==> src/rtl/gpio_mask_pkg.sv <==
package gpio_mask_pkg;

  // Region picked out by one bus address.
  typedef enum logic [1:0] {
    REGION_NONE = 2'd0,
    REGION_DATA = 2'd1,
    REGION_DIR  = 2'd2
  } region_e;

endpackage

==> src/rtl/gpio_rst_sync.sv <==
module gpio_rst_sync (
  input  logic clk,
  input  logic rst_n,
  output logic rst_sync_n
);

  logic stage_q;
  logic hold_q;

  always_ff @(posedge clk or negedge rst_n) begin
    if (!rst_n) begin
      stage_q <= 1'b0;
      hold_q  <= 1'b0;
    end else begin
      stage_q <= 1'b1;
      hold_q  <= stage_q;
    end
  end

  assign rst_sync_n = hold_q;

endmodule

==> src/rtl/gpio_in_sync.sv <==
module gpio_in_sync #(
  parameter int WIDTH = 8
) (
  input  logic             clk,
  input  logic             rst_n,
  input  logic [WIDTH-1:0] async_in,
  output logic [WIDTH-1:0] sync_out
);

  logic [WIDTH-1:0] meta_q;
  logic [WIDTH-1:0] stable_q;

  always_ff @(posedge clk or negedge rst_n) begin
    if (!rst_n) begin
      meta_q   <= '0;
      stable_q <= '0;
    end else begin
      meta_q   <= async_in;
      stable_q <= meta_q;
    end
  end

  assign sync_out = stable_q;

  // Counts edges since reset so the latency check never looks before reset.
  logic [1:0] warm_q;
  always_ff @(posedge clk or negedge rst_n) begin
    if (!rst_n) warm_q <= 2'd0;
    else if (warm_q != 2'd2) warm_q <= warm_q + 2'd1;
  end

  AST_SYNC_LATENCY: assert property (@(posedge clk) disable iff (!rst_n)
    (warm_q == 2'd2) |-> (sync_out == $past(async_in, 2)));

endmodule

==> src/rtl/gpio_bus_decode.sv <==
module gpio_bus_decode
  import gpio_mask_pkg::*;
#(
  parameter int PIN_W  = 8,
  parameter int ADDR_W = 12
) (
  input  logic [ADDR_W-1:0] addr,
  output region_e           region,
  output logic [PIN_W-1:0]  mask
);

  localparam int WORD_W   = ADDR_W - 2;
  localparam int HIGH_W   = WORD_W - PIN_W;
  localparam int DIR_WORD = 1 << PIN_W;

  logic [WORD_W-1:0] word_addr;
  logic [HIGH_W-1:0] high_bits;
  logic              aligned;

  always_comb begin
    word_addr = addr[ADDR_W-1:2];
    high_bits = word_addr[WORD_W-1:PIN_W];
    aligned   = (addr[1:0] == 2'b00);
    mask      = word_addr[PIN_W-1:0];
    if (!aligned) begin
      region = REGION_NONE;
    end else if (high_bits == '0) begin
      region = REGION_DATA;
    end else if (word_addr == WORD_W'(DIR_WORD)) begin
      region = REGION_DIR;
    end else begin
      region = REGION_NONE;
    end
  end

endmodule

==> src/rtl/gpio_pin_bank.sv <==
module gpio_pin_bank #(
  parameter int PIN_W = 8
) (
  input  logic             clk,
  input  logic             rst_n,
  input  logic             data_we,
  input  logic             dir_we,
  input  logic [PIN_W-1:0] mask,
  input  logic [PIN_W-1:0] wdata,
  input  logic [PIN_W-1:0] pin_sync,
  output logic [PIN_W-1:0] dir_q,
  output logic [PIN_W-1:0] out_q,
  output logic [PIN_W-1:0] level
);

  for (genvar i = 0; i < PIN_W; i++) begin : g_pin
    logic dir_d;
    logic out_en;
    logic out_d;

    // Next-state logic for one pin.
    always_comb begin
      dir_d  = wdata[i];
      out_en = data_we & mask[i];
      out_d  = wdata[i];
    end

    always_ff @(posedge clk or negedge rst_n) begin
      if (!rst_n) begin
        dir_q[i] <= 1'b0;
      end else if (dir_we) begin
        dir_q[i] <= dir_d;
      end
    end

    always_ff @(posedge clk or negedge rst_n) begin
      if (!rst_n) begin
        out_q[i] <= 1'b0;
      end else if (out_en) begin
        out_q[i] <= out_d;
      end
    end

    // Readable level: driven value for outputs, sampled pad for inputs.
    always_comb begin
      level[i] = dir_q[i] ? out_q[i] : pin_sync[i];
    end
  end

  AST_MASKED_WRITE: assert property (@(posedge clk) disable iff (!rst_n)
    data_we |=> ((out_q & $past(mask)) == ($past(wdata) & $past(mask))));
  AST_UNMASKED_HOLD: assert property (@(posedge clk) disable iff (!rst_n)
    data_we |=> (((out_q ^ $past(out_q)) & ~$past(mask)) == '0));
  AST_DATA_IDLE_HOLD: assert property (@(posedge clk) disable iff (!rst_n)
    !data_we |=> $stable(out_q));
  AST_DIR_IDLE_HOLD: assert property (@(posedge clk) disable iff (!rst_n)
    !dir_we |=> $stable(dir_q));

endmodule

==> src/rtl/gpio_mask_port.sv <==
module gpio_mask_port
  import gpio_mask_pkg::*;
#(
  parameter int PIN_W  = 8,
  parameter int ADDR_W = 12
) (
  input  logic              clk,
  input  logic              rst_n,
  input  logic [ADDR_W-1:0] bus_addr,
  input  logic              bus_we,
  input  logic [PIN_W-1:0]  bus_wdata,
  output logic [PIN_W-1:0]  bus_rdata,
  input  logic [PIN_W-1:0]  pin_in,
  output logic [PIN_W-1:0]  pin_out,
  output logic [PIN_W-1:0]  pin_oe
);

  logic             rst_sync_n;
  region_e          region;
  logic [PIN_W-1:0] mask;
  logic [PIN_W-1:0] pin_sync;
  logic [PIN_W-1:0] dir_q;
  logic [PIN_W-1:0] out_q;
  logic [PIN_W-1:0] level;
  logic             data_we;
  logic             dir_we;
  logic [PIN_W-1:0] rdata_d;
  logic [PIN_W-1:0] rdata_q;

  gpio_rst_sync u_rst (
    .clk        (clk),
    .rst_n      (rst_n),
    .rst_sync_n (rst_sync_n)
  );

  gpio_in_sync #(.WIDTH(PIN_W)) u_sync (
    .clk      (clk),
    .rst_n    (rst_sync_n),
    .async_in (pin_in),
    .sync_out (pin_sync)
  );

  gpio_bus_decode #(.PIN_W(PIN_W), .ADDR_W(ADDR_W)) u_dec (
    .addr   (bus_addr),
    .region (region),
    .mask   (mask)
  );

  always_comb begin
    data_we = bus_we && (region == REGION_DATA);
    dir_we  = bus_we && (region == REGION_DIR);
  end

  gpio_pin_bank #(.PIN_W(PIN_W)) u_bank (
    .clk      (clk),
    .rst_n    (rst_sync_n),
    .data_we  (data_we),
    .dir_we   (dir_we),
    .mask     (mask),
    .wdata    (bus_wdata),
    .pin_sync (pin_sync),
    .dir_q    (dir_q),
    .out_q    (out_q),
    .level    (level)
  );

  // Read path: next value, then register.
  always_comb begin
    unique case (region)
      REGION_DATA: rdata_d = level & mask;
      REGION_DIR:  rdata_d = dir_q;
      default:     rdata_d = '0;
    endcase
  end

  always_ff @(posedge clk or negedge rst_sync_n) begin
    if (!rst_sync_n) rdata_q <= '0;
    else             rdata_q <= rdata_d;
  end

  assign bus_rdata = rdata_q;
  assign pin_out   = out_q;
  assign pin_oe    = dir_q;

  AST_RDATA_MASKED: assert property (@(posedge clk) disable iff (!rst_sync_n)
    (region == REGION_DATA) |=> ((bus_rdata & ~$past(mask)) == '0));
  AST_UNMAPPED_ZERO: assert property (@(posedge clk) disable iff (!rst_sync_n)
    (region == REGION_NONE) |=> (bus_rdata == '0));
  AST_DIR_READBACK: assert property (@(posedge clk) disable iff (!rst_sync_n)
    (region == REGION_DIR) |=> (bus_rdata == $past(pin_oe)));
  AST_OUTPUT_READBACK: assert property (@(posedge clk) disable iff (!rst_sync_n)
    (region == REGION_DATA) |=> ((bus_rdata & $past(mask) & $past(pin_oe)) ==
                                  ($past(pin_out) & $past(mask) & $past(pin_oe))));

endmodule

==> config.mk <==
export PLATFORM = sky130hd
export DESIGN_NAME = gpio_mask_port
export DESIGN_NICKNAME = d
export VERILOG_FILES = /design/src/rtl/gpio_mask_pkg.sv /design/src/rtl/gpio_rst_sync.sv /design/src/rtl/gpio_in_sync.sv /design/src/rtl/gpio_bus_decode.sv /design/src/rtl/gpio_pin_bank.sv /design/src/rtl/gpio_mask_port.sv
export SDC_FILE = /design/constraint.sdc
export NUM_CORES = 1
export LEC_CHECK = 0
export CAP_MARGIN = 20
export CELL_PAD_IN_SITES_DETAIL_PLACEMENT = 1
export CELL_PAD_IN_SITES_GLOBAL_PLACEMENT = 1
export CORE_MARGIN = 2
export CORE_UTILIZATION = 38
export CTS_CLUSTER_SIZE = 40
export DETAILED_ROUTE_END_ITERATION = 10
export PLACE_DENSITY = 0.95
export SYNTH_ARGS = -nofsm -noshare
export SYNTH_HDL_FRONTEND = slang
export SYNTH_HIERARCHICAL = 1
export SYNTH_SLANG_ARGS = --single-unit
==> constraint.sdc <==
create_clock -name clk -period 2.6 [get_ports clk]
set_clock_uncertainty 0.1 [all_clocks]
set_input_delay 0.39 -clock clk [delete_from_list [all_inputs] [get_ports clk]]
set_output_delay 0.39 -clock clk [all_outputs]
set_load 0.02 [all_outputs]
==> results.py, run 1 <==
metrics = {
    "sta": {
        "finalSetupTns_ns": 0,
        "hold_viol": 0,
        "fin_ws_ns": 0.243,
        "period_needed_ns": 2.36,
        "finalCritPeriodShare": 0.907,
        "hold_ws_ns": 0.148,
        "drv_slew": 0,
        "rsz0062_at_grt": "no",
        "fmax_mhz": 424,
        "setup_viol": 0,
    },
    "run": {
        "maxCapViolCount": 0,
    },
    "synthesis": {
        "yosysWarnings": 6,
        "avgSynthCellArea_sq_um": 14.4,
        "ys.flop_type": "dfrtp_1",
        "ys_async_sr_fraction": 1.00,
        "synth_top_area_share": 0.631,
        "synth_cell_type_count": 18,
        "syn_nets": 150,
        "synth_cells": 116,
        "synth_top_cell_by_area": "dfrtp_1",
        "synthTopCellsByArea": "dfrtp_1 63%, mux2_2 11%, mux2_4 7.2%, a32oi_1 4.2%, buf_4 3.6%",
        "ys_seq_area_frac": 0.631,
        "synth_area_sq_um": 1670,
        "ys_ff_latch": 42,
        "synth_edf_count": 0,
    },
    "clock_tree": {
        "cts_buffers": 5,
        "htree_levels": 2,
        "post_cts_buffers": 0,
        "path_clk_slew_ns": 0.07,
        "clock_latency_ns": 0.29,
        "clock-root-buffer": "clkbuf_8",
        "ctsHoldBuffers": 0,
        "cts_buffer_depth": 2,
        "tritoncts": "yes",
        "cts_resized": 0,
        "cts_sinks": 42,
    },
    "critical_path": {
        "cp_num_buf_inv": 2,
        "slowest_stage": "clkdlybuf4s50_1",
        "path_depth": 8,
        "critical_path_class": "input pin to register",
        "worstPathArrival_ns": 2.44,
        "cp_max_fo": 8,
        "crit_chain": "clkdlybuf4s50_1 -> nor4b_1 -> and4_1 -> inv_1 -> ha_1 -> and2_1 -> nand2_1 -> mux2_4",
        "cp_slowest_stage_delay_ns": 0.46,
        "cp-start-kind": "input pin",
        "endpoint_kind": "register",
        "cp_data_required_time_ns": 2.68,
        "reg2reg_slack_ns": 1.30,
        "crit_family": "simple AND/OR/NAND/NOR gates",
        "reg2reg_from": "u_bank/dir_q[6]",
        "reg2reg_depth": 3,
        "r2r_end": "bus_rdata[6]",
    },
    "layout": {
        "layout.nets": 204,
        "regArea_sq_um": 1050,
        "drive_gt1_frac": 0.211,
        "diodes": 0,
        "multi_input_area_sq_um": 522,
        "area_delta_synth_final_pct": 38.7,
        "nFillCells": 448,
        "final_util": 0.538,
    },
    "floorplan": {
        "io-pin-count": 55,
        "core-area_sq_um": 4290,
        "fp-row-count": 24,
        "die_h_um": 70.2,
        "die_area_sq_um": 4930,
        "start_util": 0.388,
        "die_w_um": 70.2,
    },
    "grt": {
        "grt_overflow": 0,
        "grt_max_degree": 41,
        "grt_pass1_wl_mm": 6.62,
        "grt_use_total": 0.179,
        "grt_pass1_vias": 1340,
        "antenna_found_initial": 0,
    },
    "drt": {
        "drt_wl_total_mm": 3.95,
        "postRouteAntennaNets": 0,
        "drc": 0,
        "routedWlPerCell_um": 17.7,
        "firstDrtPassIters": 4,
        "vias": 1093,
        "drtIter0Drc": 58,
        "via_per_inst": 4.90,
    },
    "pwr": {
        "switching_share": 0.246,
        "pwr-share-comb": 0.154,
        "p_sw_mw": 0.328,
        "pwr-share-clk": 0.308,
        "peakVddDrop_mv": 0.251,
        "leakage_nw": 1.00,
        "internal_power_mw": 1.00,
        "total_power_mw": 1.33,
        "powerDensity_nw_per_um2": 576,
        "power_frac_seq": 0.539,
    },
    "hold_path": {
        "hold_class": "input pin to async pin",
    },
    "placed_design": {
        "port_buffers": 54,
        "detailed_place_hpwl_mm": 3.04,
        "pre_cts_slack_ns": -0.0450,
        "gp_congestion": 0.723,
    },
    "outcome": {
        "status": "completed",
    },
}
==> cell usage after synthesis, types with 2 or more instances <==
cell	n
a32oi_1	8
and2_1	2
buf_2	2
buf_4	8
dfrtp_1	42
ha_1	3
inv_1	2
mux2_2	16
mux2_4	8
nand2_1	8
nor2_1	9
nor3_1	2
==> worst reg2reg max path, cell delays in order, from the launching register on <==
cell     delay (ns)
dfrtp_1        0.41
mux2_2         0.35
a32oi_1        0.24
nor2_1         0.07
==> area by class of cell <==
class,count,share of cell area
Inverter,2,0.00325
Tap cell,52,0.0282
Sequential cell,42,0.455
Clock inverter,2,0.00596
Timing Repair Buffer,59,0.250
Multi-Input combinational cell,60,0.226
Clock buffer,6,0.0314
==> through the flow <==
step,std cells,area (sq um)
2_1_floorplan,116,1670
3_3_place_gp,215,2220
3_5_place_dp,215,2220
4_1_cts,223,2310
5_1_grt,223,2310
6_report,223,2310
==> layout by cell type, fill, tap and decap left out, drive strengths merged, types with 2 or more instances in the layout <==
cell type       n
clkdlybuf4s50  54
dfrtp          42
mux2           24
nor2            9
a32oi           8
nand2           8
clkbuf          6
buf             5
ha              3
inv             2
and2            2
nor3            2
clkinv          2
==> sequential cells by signal (all words and copies together) (netlist names) <==
name	cells
u_bank/dir_q	8
u_sync/meta_q	8
u_rst/stage_q	1
u_sync/sync_out	8
bus_rdata	8
u_bank/out_q	8
u_rst/rst_sync_n	1
==> power groups by stage <==
stage,logic (mW),registers [mW],clock network (mW)
3_3_place_gp,0.201,0.727,0
2_1_floorplan,0.0585,0.763,0
4_1_cts,0.207,0.717,0.421
3_5_place_dp,0.205,0.730,0
5_1_grt,0.217,0.723,0.452
6_report,0.204,0.717,0.409
==> metal layers <==
metal,up-vias,global-route usage,share of wire
met4,0,0.0705,0.019
met2,38,0.313,0.53
li1,501,-,-
met3,8,0.0592,0.056
met1,546,0.202,0.39
met5,-,0,0
==> cells by family after synthesis <==
kind of cell,after synthesis,synth area share
flops,42,0.631
mux,24,0.180
simple gates,24,0.0661
buf+inv,14,0.0556
compound gates,8,0.0421
fa+ha+maj,3,0.0225
other cells,1,0.00225
==> worst max-delay path by stage <==
stage                             from              end  slack [ns]
after floorplan           bus_addr[11]  u_bank/dir_q[0]        0.58
after global placement     bus_addr[4]  u_bank/out_q[5]        0.13
after detailed placement   bus_addr[7]  u_bank/out_q[2]       -0.04
after CTS                  bus_addr[7]  u_bank/out_q[2]        0.26
after global routing       bus_addr[7]  u_bank/out_q[2]        0.14
final                      bus_addr[4]  u_bank/out_q[2]        0.24
Note: power is estimated with default switching activity, not from simulation.
==> run 2: changes to the inputs <==
--- a/config.mk
+++ b/config.mk
@@ -5,14 +5,15 @@
 export SDC_FILE = /design/constraint.sdc
 export NUM_CORES = 1
 export LEC_CHECK = 0
+export ABC_AREA = 1
 export CAP_MARGIN = 20
 export CELL_PAD_IN_SITES_DETAIL_PLACEMENT = 1
 export CELL_PAD_IN_SITES_GLOBAL_PLACEMENT = 1
 export CORE_MARGIN = 2
-export CORE_UTILIZATION = 38
+export CORE_UTILIZATION = 34
 export CTS_CLUSTER_SIZE = 40
 export DETAILED_ROUTE_END_ITERATION = 10
-export PLACE_DENSITY = 0.95
+export PLACE_DENSITY = 0.86
 export SYNTH_ARGS = -nofsm -noshare
 export SYNTH_HDL_FRONTEND = slang
 export SYNTH_HIERARCHICAL = 1
==> constraint.sdc (replaced) <==
create_clock -name clk -period 2.51 [get_ports clk]
set_clock_uncertainty 0.1 [all_clocks]
set_input_delay 0.3765 -clock clk [delete_from_list [all_inputs] [get_ports clk]]
set_output_delay 0.3765 -clock clk [all_outputs]
set_load 0.02 [all_outputs]
==> results.py, run 2 <==
metrics = {
    "outcome": {
        "status": "completed",
    },
    "sta": {
        "drv_slew": 0,
        "finalCritPeriodShare": 0.816,
        "setup_viol": 0,
        "finalSetupTns_ns": 0,
        "fmax_mhz": 488,
        "max-slew-margin-rel": 0.410,
        "period_needed_ns": 2.05,
        "hold_viol": 0,
        "worstMarginPinSlew_ns": 0.885,
        "rsz0062_at_grt": "no",
    },
    "floorplan": {
        "core-area_sq_um": 5070,
        "die_h_um": 76.2,
        "start_util": 0.350,
        "die_w_um": 76.2,
        "die_area_sq_um": 5810,
        "io-pin-count": 55,
        "fp-row-count": 26,
    },
    "drt": {
        "drtIter0Drc": 67,
        "drt_wl_total_mm": 4.18,
        "routedWlPerCell_um": 13.5,
        "postRouteAntennaNets": 0,
        "firstDrtPassIters": 5,
        "drc": 0,
        "vias": 1398,
        "via_per_inst": 4.51,
    },
    "synthesis": {
        "synthTopCellsByArea": "dfrtp_1 59%, nand2_1 15%, inv_1 4.0%, buf_4 3.8%, nand3_1 3.4%",
        "synth_common_cells": "70 x nand2_1, 42 x dfrtp_1, 19 x inv_1, 12 x nand3_1, 9 x buf_4",
        "ys.flop_type": "dfrtp_1",
        "synth_edf_count": 0,
        "syn_nets": 222,
        "synth_area_sq_um": 1770,
        "synth_cells": 188,
        "ys_seq_area_frac": 0.592,
        "synth_top_area_share": 0.592,
        "avgSynthCellArea_sq_um": 9.44,
        "synth.most_common_cell": "nand2_1",
        "ys_ff_latch": 42,
        "synth_top_cell_by_area": "dfrtp_1",
        "ys_async_sr_fraction": 1.00,
        "yosysWarnings": 6,
        "synth_cell_type_count": 18,
    },
    "clock_tree": {
        "htree_levels": 2,
        "cts_resized": 0,
        "cts_buffer_depth": 2,
        "ctsHoldBuffers": 0,
        "clock_latency_ns": 0.30,
        "tritoncts": "yes",
        "cts_buffers": 5,
        "cts_sinks": 42,
        "post_cts_buffers": 0,
        "clock-root-buffer": "clkbuf_8",
        "path_clk_slew_ns": 0.08,
    },
    "layout": {
        "layout.nets": 273,
        "diodes": 0,
        "nFillCells": 599,
        "drive_gt1_frac": 0.0917,
        "multi_input_area_sq_um": 537,
        "area_delta_synth_final_pct": 36.5,
        "regArea_sq_um": 1050,
        "final_cell_mix": "70 x nand2_1, 54 x clkdlybuf4s50_1, 41 x dfrtp_1, 19 x inv_1, 12 x nand3_1",
        "final_common_cell": "nand2_1",
    },
    "grt": {
        "grt_max_degree": 41,
        "antenna_found_initial": 0,
        "grt_pass1_wl_mm": 7.05,
        "grt_use_total": 0.154,
        "grt_overflow": 0,
        "grt_pass1_vias": 1493,
    },
    "critical_path": {
        "cp_max_fo": 16,
        "cp_data_required_time_ns": 2.56,
        "worstPathArrival_ns": 2.10,
        "critical_path_class": "input pin to register",
        "cp-start-kind": "input pin",
        "endpoint_kind": "register",
    },
    "pwr": {
        "peakVddDrop_mv": 0.302,
        "total_power_mw": 1.49,
        "leakage_nw": 1.10,
        "powerDensity_nw_per_um2": 614,
    },
    "run": {
        "maxCapViolCount": 0,
    },
    "hold_path": {
        "hold_class": "input pin to async pin",
    },
    "placed_design": {
        "detailed_place_hpwl_mm": 3.09,
        "port_buffers": 54,
        "gp_congestion": 0.815,
    },
}
run 2: changes by cell type in the layout (fill, tap and decap cells not counted), sizes merged, moves of 2 or more:
cell    change
a21oi       +8
inv        +17
and2        -2
o21ai       +8
nand3      +16
nand2      +64
buf         -2
a32oi       -8
nor2        -4
mux2       -24
clkinv      -2
run 2: path summary, 6_finish.rpt:
check / from / slack [ns] / cells after the start / endpoint
setup / recovery: bus_addr[2] / 0.46 / 10 / u_bank/dir_q[5]
hold / removal: rst_n / 0.14 / 1 / u_rst/stage_q
setup reg to reg: u_rst/rst_sync_n / 1.45 / 0 / u_sync/sync_out[2]
hold reg to reg: u_sync/meta_q[3] / 0.25 / 0 / u_sync/sync_out[3]
max in group asynchronous: u_rst/rst_sync_n / 1.45 / 0 / u_sync/sync_out[2]
min in group clk: u_sync/meta_q[3] / 0.25 / 0 / u_sync/sync_out[3]
run 2: layer usage:
layer  vias up  wire length, um  global-route usage
li1        669                -                   -
met1       684             1980               0.189
met2        38             1920               0.258
met3         7              200              0.0427
met4         0               78              0.0564
met5         -                0                   0
run 2: worst max-delay path: stages:
cell,delay [ns]
clkdlybuf4s50_1,0.49
inv_1,0.10
nand2_1,0.07
nor2_2,0.10
nand2_1,0.07
nor2_2,0.11
ha_1,0.18
nand2_1,0.06
inv_1,0.33
o21ai_0,0.22
run 2: power breakdown:
group | internal [mW] | total [mW] | switching (mW)
clock network | 0.297 | 0.534 | 0.237
logic | 0.106 | 0.201 | 0.0949
registers | 0.716 | 0.752 | 0.0365
run 2: metrics by stage:
| stage | hold WS, ns | std cells | cell area, sq um | util | worst slack [ns] |
|---|---|---|---|---|---|
| 3_5_place_dp | 0.236 | 302 | 2310 | 0.455 | 0.164 |
| 6_report | 0.135 | 310 | 2420 | 0.477 | 0.461 |
| 5_1_grt | 0.123 | 310 | 2420 | 0.477 | 0.308 |
| 4_1_cts | 0.129 | 310 | 2420 | 0.477 | 0.476 |
| 3_3_place_gp | 0.232 | 302 | 2310 | 0.455 | 0.300 |
| 2_1_floorplan | -0.0191 | 188 | 1770 | - | 0.788 |
run 2: logic make-up after synthesis:
| family | count (synthesis) | share of synthesized area |
|---|---|---|
| simple gates | 94 | 0.228 |
| buf+inv | 32 | 0.105 |
| flops | 42 | 0.592 |
| fa+ha+maj | 3 | 0.0212 |
| other cells | 1 | 0.00211 |
| compound gates | 16 | 0.0515 |
run 2: final cells by class:
type	instances	area share
clock buffer	6	0.0300
clock inverter	2	0.0155
multi-input combinational	114	0.222
inverter	19	0.0295
tap	70	0.0362
timing repair buffer	57	0.233
sequential	42	0.435
